**config.mk**
```make
export PLATFORM = sky130hd
export DESIGN_NAME = wdg_timer
export DESIGN_NICKNAME = d
export VERILOG_FILES = /design/src/rtl/wdg_pkg.sv /design/src/rtl/wdg_keylock.sv /design/src/rtl/wdg_downcnt.sv /design/src/rtl/wdg_escalate.sv /design/src/rtl/wdg_timer.sv
export SDC_FILE = /design/constraint.sdc
export NUM_CORES = 1
export LEC_CHECK = 0
export ABC_AREA = 0
export BUFFER_PORTS_ARGS = -buffer_cell sky130_fd_sc_hd__buf_2
export CAP_MARGIN = 20
export CORE_MARGIN = 2
export CORE_UTILIZATION = 40
export DETAILED_ROUTE_END_ITERATION = 6
export PLACE_DENSITY = 0.58
export SYNTH_ARGS = -nofsm -noshare
export SYNTH_HDL_FRONTEND = slang
export SYNTH_SLANG_ARGS = --single-unit
export TNS_END_PERCENT = 50
```
**constraint.sdc**
```tcl
create_clock -name clk -period 3.2 [get_ports clk]
set_input_delay 0.32 -clock clk [delete_from_list [all_inputs] [get_ports clk]]
set_output_delay 0.32 -clock clk [all_outputs]
set_load 0.03 [all_outputs]
```
**src/rtl/wdg_pkg.sv**
```systemverilog
// Shared constants for the watchdog: register offsets, unlock key, bus widths.
// Assumes byte offsets on a 12-bit address and a 32-bit data bus.
package wdg_pkg;
    localparam int ADDR_W = 12;
    localparam int BUS_W  = 32;

    localparam logic [ADDR_W-1:0] OFF_LOAD  = 12'h000;
    localparam logic [ADDR_W-1:0] OFF_COUNT = 12'h004;
    localparam logic [ADDR_W-1:0] OFF_CTRL  = 12'h008;
    localparam logic [ADDR_W-1:0] OFF_KICK  = 12'h00C;
    localparam logic [ADDR_W-1:0] OFF_STAT  = 12'h014;
    localparam logic [ADDR_W-1:0] OFF_LOCK  = 12'hC00;

    localparam logic [BUS_W-1:0] UNLOCK_KEY = 32'h1ACC_E551;
endpackage

```
**src/rtl/wdg_keylock.sv**
```systemverilog
// Write-protection latch: opens on the magic key and closes on any other value.
// Assumes lock_wr pulses for one cycle per bus write to the lock offset.
module wdg_keylock
    import wdg_pkg::*;
(
    input  logic             clk,
    input  logic             rst_n,
    input  logic             lock_wr,
    input  logic [BUS_W-1:0] wdata,
    output logic             unlocked
);
    logic open_q;

    // Update the open flag on every lock write; closed after reset.
    always_ff @(posedge clk) begin
        if (!rst_n)       open_q <= 1'b0;
        else if (lock_wr) open_q <= (wdata == UNLOCK_KEY);
    end

    assign unlocked = open_q;

    a_r2_key_opens: assert property (@(posedge clk) disable iff (!rst_n)
        (lock_wr && wdata == UNLOCK_KEY) |=> unlocked);
endmodule

```
**src/rtl/wdg_downcnt.sv**
```systemverilog
// Tick-driven down-counter with reload; flags expiry when a tick finds zero.
// Assumes reload has priority and suppresses expiry in the same cycle.
module wdg_downcnt #(
    parameter int CNT_W = 32
) (
    input  logic             clk,
    input  logic             rst_n,
    input  logic             run,
    input  logic             tick,
    input  logic             reload,
    input  logic [CNT_W-1:0] load_val,
    output logic [CNT_W-1:0] count,
    output logic             expire
);
    logic [CNT_W-1:0] cnt_q;
    logic             at_zero;

    assign at_zero = (cnt_q == '0);
    assign expire  = run && tick && at_zero && !reload;

    // Reload on request, otherwise decrement per tick and wrap to the load value.
    always_ff @(posedge clk) begin
        if (!rst_n)               cnt_q <= '0;
        else if (reload)          cnt_q <= load_val;
        else if (run && tick)     cnt_q <= at_zero ? load_val : cnt_q - CNT_W'(1);
    end

    assign count = cnt_q;

    a_r6_decrement: assert property (@(posedge clk) disable iff (!rst_n)
        (run && tick && !reload && cnt_q != '0) |=> (cnt_q == $past(cnt_q) - CNT_W'(1)));
    a_r10_hold_stopped: assert property (@(posedge clk) disable iff (!rst_n)
        (!run && !reload) |=> $stable(cnt_q));
endmodule

```
**src/rtl/wdg_escalate.sv**
```systemverilog
// Two-stage escalation: first expiry sets the interrupt, a second expiry with
// the interrupt pending and reset armed fires a fixed-length reset pulse.
// Assumes clear and expiry never coincide (the counter suppresses that case).
module wdg_escalate #(
    parameter int RST_PULSE = 16
) (
    input  logic clk,
    input  logic rst_n,
    input  logic expire,
    input  logic clear,
    input  logic rst_arm,
    output logic irq,
    output logic sys_rst
);
    localparam int PW = (RST_PULSE > 1) ? $clog2(RST_PULSE) : 1;

    logic          irq_q;
    logic          pulse_q;
    logic [PW-1:0] left_q;
    logic          fire;

    assign fire = expire && irq_q && rst_arm;

    // Interrupt level: cleared by a kick, set by an expiry.
    always_ff @(posedge clk) begin
        if (!rst_n)      irq_q <= 1'b0;
        else if (clear)  irq_q <= 1'b0;
        else if (expire) irq_q <= 1'b1;
    end

    // Reset pulse stretcher: runs for RST_PULSE cycles from the firing edge.
    always_ff @(posedge clk) begin
        if (!rst_n) begin
            pulse_q <= 1'b0;
            left_q  <= '0;
        end else if (fire) begin
            pulse_q <= 1'b1;
            left_q  <= PW'(RST_PULSE - 1);
        end else if (pulse_q) begin
            if (left_q == '0) pulse_q <= 1'b0;
            else              left_q  <= left_q - PW'(1);
        end
    end

    assign irq     = irq_q;
    assign sys_rst = pulse_q;

    a_r7_first_expiry: assert property (@(posedge clk) disable iff (!rst_n)
        (expire && !clear) |=> irq_q);
    a_r9_kick_clears: assert property (@(posedge clk) disable iff (!rst_n)
        clear |=> !irq_q);
    a_r8_second_fires: assert property (@(posedge clk) disable iff (!rst_n)
        (expire && irq_q && rst_arm) |=> pulse_q);
endmodule

```
**src/rtl/wdg_timer.sv**
```systemverilog
// Top of the watchdog: register decode, key gating, read mux, and the
// counter/escalation pair. Single-cycle register port with a combinational read.
module wdg_timer
    import wdg_pkg::*;
#(
    parameter int CNT_W     = 32,
    parameter int RST_PULSE = 16
) (
    input  logic              clk,
    input  logic              rst_n,
    input  logic              tick_en,
    input  logic              wr_en,
    input  logic [ADDR_W-1:0] addr,
    input  logic [BUS_W-1:0]  wdata,
    output logic [BUS_W-1:0]  rdata,
    output logic              irq,
    output logic              sys_rst
);
    logic             unlocked;
    logic             cfg_wr;
    logic             kick;
    logic             run_rise;
    logic [CNT_W-1:0] load_q;
    logic [1:0]       ctrl_q;
    logic [CNT_W-1:0] count;
    logic             expire;

    assign cfg_wr   = wr_en && unlocked && (addr != OFF_LOCK);
    assign kick     = cfg_wr && (addr == OFF_KICK) && wdata[0];
    assign run_rise = cfg_wr && (addr == OFF_CTRL) && wdata[0] && !ctrl_q[0];

    wdg_keylock u_lock (
        .clk      (clk),
        .rst_n    (rst_n),
        .lock_wr  (wr_en && addr == OFF_LOCK),
        .wdata    (wdata),
        .unlocked (unlocked)
    );

    // Load and control registers, written only while unlocked.
    always_ff @(posedge clk) begin
        if (!rst_n) begin
            load_q <= '0;
            ctrl_q <= '0;
        end else if (cfg_wr) begin
            if (addr == OFF_LOAD) load_q <= wdata[CNT_W-1:0];
            if (addr == OFF_CTRL) ctrl_q <= wdata[1:0];
        end
    end

    wdg_downcnt #(.CNT_W(CNT_W)) u_cnt (
        .clk      (clk),
        .rst_n    (rst_n),
        .run      (ctrl_q[0]),
        .tick     (tick_en),
        .reload   (kick || run_rise),
        .load_val (load_q),
        .count    (count),
        .expire   (expire)
    );

    wdg_escalate #(.RST_PULSE(RST_PULSE)) u_esc (
        .clk     (clk),
        .rst_n   (rst_n),
        .expire  (expire),
        .clear   (kick),
        .rst_arm (ctrl_q[1]),
        .irq     (irq),
        .sys_rst (sys_rst)
    );

    // Read mux: every register visible regardless of the lock.
    always_comb begin
        unique case (addr)
            OFF_LOAD:  rdata = BUS_W'(load_q);
            OFF_COUNT: rdata = BUS_W'(count);
            OFF_CTRL:  rdata = BUS_W'(ctrl_q);
            OFF_STAT:  rdata = BUS_W'(irq);
            OFF_LOCK:  rdata = BUS_W'(unlocked);
            default:   rdata = '0;
        endcase
    end

    a_r3_locked_ignored: assert property (@(posedge clk) disable iff (!rst_n)
        (wr_en && !unlocked && addr != OFF_LOCK) |=> ($stable(load_q) && $stable(ctrl_q)));
    a_r5_enable_loads: assert property (@(posedge clk) disable iff (!rst_n)
        run_rise |=> (count == $past(load_q)));
endmodule

```
==> results.py <==
metrics = {
    "finish": {
        "drive_above_1_share": 0.215,
        "diodes": 0,
        "fin_nets": 665,
        "post-route-util": 0.478,
        "area_growth_pct": 17.3,
        "layout.cells.non_filler": 755,
        "design_area_mm2": 0.00489,
    },
    "setup_path": {
        "cp_max_fo": 15,
        "crit_type": "reg2reg",
        "required_ns": 3.44,
        "timing.rr.end": "u_cnt.count[2]",
        "r2r_setup_slack_ns": 0.36,
        "crit_path_start": "u_cnt.count[8]",
        "crit-reg2reg-launch": "u_cnt.count[8]",
        "crit_arrival_ns": 3.08,
        "r2r.worst_path.cells": 7,
        "worstSetupEndpointType": "flop",
        "cp-start-kind": "flop",
    },
    "sta": {
        "post-route-min-period_ns": 2.84,
        "timing.setup.tns_ns": 0,
        "maxSlewViolCount": 0,
        "tightest_slew_ns": 1.02,
        "rsz0062_at_grt": "no",
        "worst_slack_ns": 0.356,
        "fin_skew_ns": 0.0180,
        "setup_viol": 0,
        "finalCritPeriodShare": 0.889,
        "slew_headroom": 0.315,
        "clock.fmax_ghz": 0.352,
        "whs_ns": 0.193,
        "final-hold-violation-count": 0,
    },
    "synth": {
        "synthSimpleGateAreaFrac": 0.312,
        "synth_top_family_by_area": "simple AND/OR/NAND/NOR gates",
        "syn_area_mm2": 0.00416,
        "syn_nets": 599,
        "synthMuxAreaShare": 0.0222,
        "ys_seq_elements": 73,
        "yosys.area_share.xor_xnor": 0.00421,
        "synth_cell_type_count": 59,
        "synth_compound_area_frac": 0.248,
        "synth_edf_count": 0,
        "synth_flop_cell": "dfxtp_1",
        "synth_cells": 548,
        "ys_warn_count": 0,
        "async_reset_ff_frac": 0,
        "synthAdderAreaFrac": 0.00901,
        "synth_area_per_cell_um2": 7.60,
        "yosysSeqAreaShare": 0.351,
    },
    "floorplanning": {
        "initial_core_util": 0.407,
        "coreArea_mm2": 0.0102,
        "die_area_mm2": 0.0112,
        "chipHeight_um": 106,
        "die_width_um": 106,
        "ios": 82,
        "rows": 37,
    },
    "routing": {
        "firstDrtPassIters": 5,
        "wirelength_mm": 13.4,
        "wl_per_cell_um": 17.7,
        "route.detailed.drc": 0,
        "drtAntennaViolNets": 0,
        "drt_iter0_drc": 247,
        "vias_per_cell": 5.86,
        "dr_total_vias": 4424,
    },
    "placed_design": {
        "port_buffers": 81,
        "hpwl_mm": 9.35,
        "dpl_cell_area_mm2": 0.00469,
        "dp_cells": 739,
        "post-place-ws_ns": 0.498,
        "gp_congestion": 0.860,
    },
    "power_and_ir_drop": {
        "p_comb_frac": 0.040,
        "powerDensity_mw_per_mm2": 354,
        "p_sw_frac": 0.252,
        "p_clk_frac": 0.435,
        "power_leakage_nw": 1.88,
        "power_mw": 1.73,
        "ir_drop_mv": 0.202,
        "power_switching_mw": 0.436,
        "p_seq_frac": 0.525,
        "intPower_mw": 1.29,
    },
    "clock_network": {
        "cts_tree": "done",
        "clockBufferDepth": 2,
        "cts-resized-gates": 0,
        "cts_setup_buffers": 0,
        "htreeDepth": 3,
        "cts.sinks": 73,
        "postCtsHoldBufs": 0,
        "numCtsBuffers": 9,
        "root_buffer": "clkbuf_8",
        "insertion_delay_ns": 0.37,
        "clk_pin_slew_ns": 0.09,
    },
    "run_status": {
        "status": "complete, no violations",
    },
    "grt": {
        "grt_pass1_vias": 4133,
        "grt_start_max_net_pins": 33,
        "antenna_found_initial": 0,
        "grt_pass1_wl_mm": 21.4,
        "grt-ovfl-total": 0,
        "grt_use_total": 0.242,
    },
    "min_path": {
        "whs_path_depth": 3,
        "hp-start": "wdata[4]",
        "min_path_type": "in2reg",
        "min_delay_worst_endpoint": "load_q[4]",
    },
    "flow_run": {
        "maxCapViolCount": 0,
    },
}
## how the worst max path moves through the flow
stage | endpoint | slack, ns | cells past startpoint
4_1_cts | u_cnt.count[2] | 0.45 | 7
5_1_grt | u_cnt.count[13] | 0.18 | 7
3_5_place_dp | u_cnt.count[8] | 0.50 | 7
2_1_floorplan | rdata[11] | 0.95 | 5
3_3_place_gp | u_cnt.count[8] | 0.45 | 7
6_report | u_cnt.count[2] | 0.36 | 7
## layer usage
metal	track usage	routed length [um]	vias to the layer above
li1	-	-	2167
met1	0.336	6380	2103
met2	0.385	6110	135
met3	0.0294	685	19
met4	0.0874	209	0
met5	0	0	-
## sequential cells by signal (all words and copies together), names as in the netlist
register / count
u_esc.irq: 1
ctrl_q: 2
u_cnt.count: 32
u_esc.sys_rst: 1
u_esc.left_q: 4
load_q: 32
u_lock.unlocked: 1
## layout make-up
type	count	area (um2)
tap	136	170
multi-input combinational	425	2490
timing repair buffer	97	538
clock inverter	7	68.8
fill	1051	5350
clock buffer	9	124
inverter	8	30.0
sequential	73	1460
## kinds of logic after synthesis
family	Yosys count
AOI/OAI and AO/OA	155
buffers and inverters	50
muxes	9
xor gates and xnor gates	2
and+or+nand+nor	256
DFF	73
adders and majority gates	3
## critical path, cell delays in order, from the launching register on
cell,delay [ns]
dfxtp_1,0.37
nor4_1,0.74
nand4_1,0.31
nor4_2,0.39
buf_4,0.28
nand2b_1,0.33
o31a_1,0.19
o22ai_1,0.09
## cells in the final DEF (no fill, tap or decap), drive strengths merged, types with 3 or more instances in the layout
cell type | Yosys | final
nand2 | 104 | 104
buf | 10 | 97
dfxtp | 73 | 73
a21oi | 57 | 57
nor2 | 45 | 45
a22o | 30 | 30
nand3 | 21 | 21
nor4 | 21 | 21
nand4 | 15 | 15
o21ai | 15 | 15
nor3 | 12 | 12
a31oi | 11 | 11
a22oi | 9 | 9
clkbuf | 32 | 9
inv | 8 | 9
mux2i | 7 | 7
or4 | 6 | 6
o211ai | 5 | 5
nand4b | 5 | 5
a32oi | 4 | 4
and3 | 4 | 4
nor4b | 4 | 4
nor3b | 4 | 4
and2 | 3 | 3
o2111ai | 3 | 3
a211o | 3 | 3
o22ai | 3 | 3
or3 | 3 | 3
ha | 3 | 3
clkinv | 0 | 3
or2 | 3 | 3
## power groups by stage
| stage | clock network, mW | logic, mW | registers (mW) |
|---|---|---|---|
| 3_3_place_gp | 0 | 0.0685 | 0.929 |
| 2_1_floorplan | 0 | 0.0232 | 0.929 |
| 6_report | 0.753 | 0.0694 | 0.907 |
| 5_1_grt | 0.798 | 0.0752 | 0.908 |
| 3_5_place_dp | 0 | 0.0692 | 0.929 |
| 4_1_cts | 0.754 | 0.0694 | 0.907 |
## synthesized netlist by cell type (5+ instances only)
| cell | n | area (um2) |
|---|---|---|
| nor3_1 | 11 | 55.1 |
| a21oi_1 | 57 | 285 |
| a31oi_1 | 11 | 68.8 |
| clkbuf_1 | 31 | 116 |
| nor2_1 | 45 | 169 |
| mux2i_1 | 7 | 70.1 |
| nor4_1 | 17 | 106 |
| nand3_1 | 21 | 105 |
| o211ai_1 | 5 | 37.5 |
| dfxtp_1 | 73 | 1460 |
| inv_1 | 8 | 30.0 |
| o21ai_0 | 15 | 75.1 |
| nand4_1 | 15 | 93.8 |
| a22o_1 | 29 | 254 |
| nand2_1 | 104 | 390 |
| a22oi_1 | 9 | 67.6 |
Note: power is estimated with default switching activity, not from simulation.
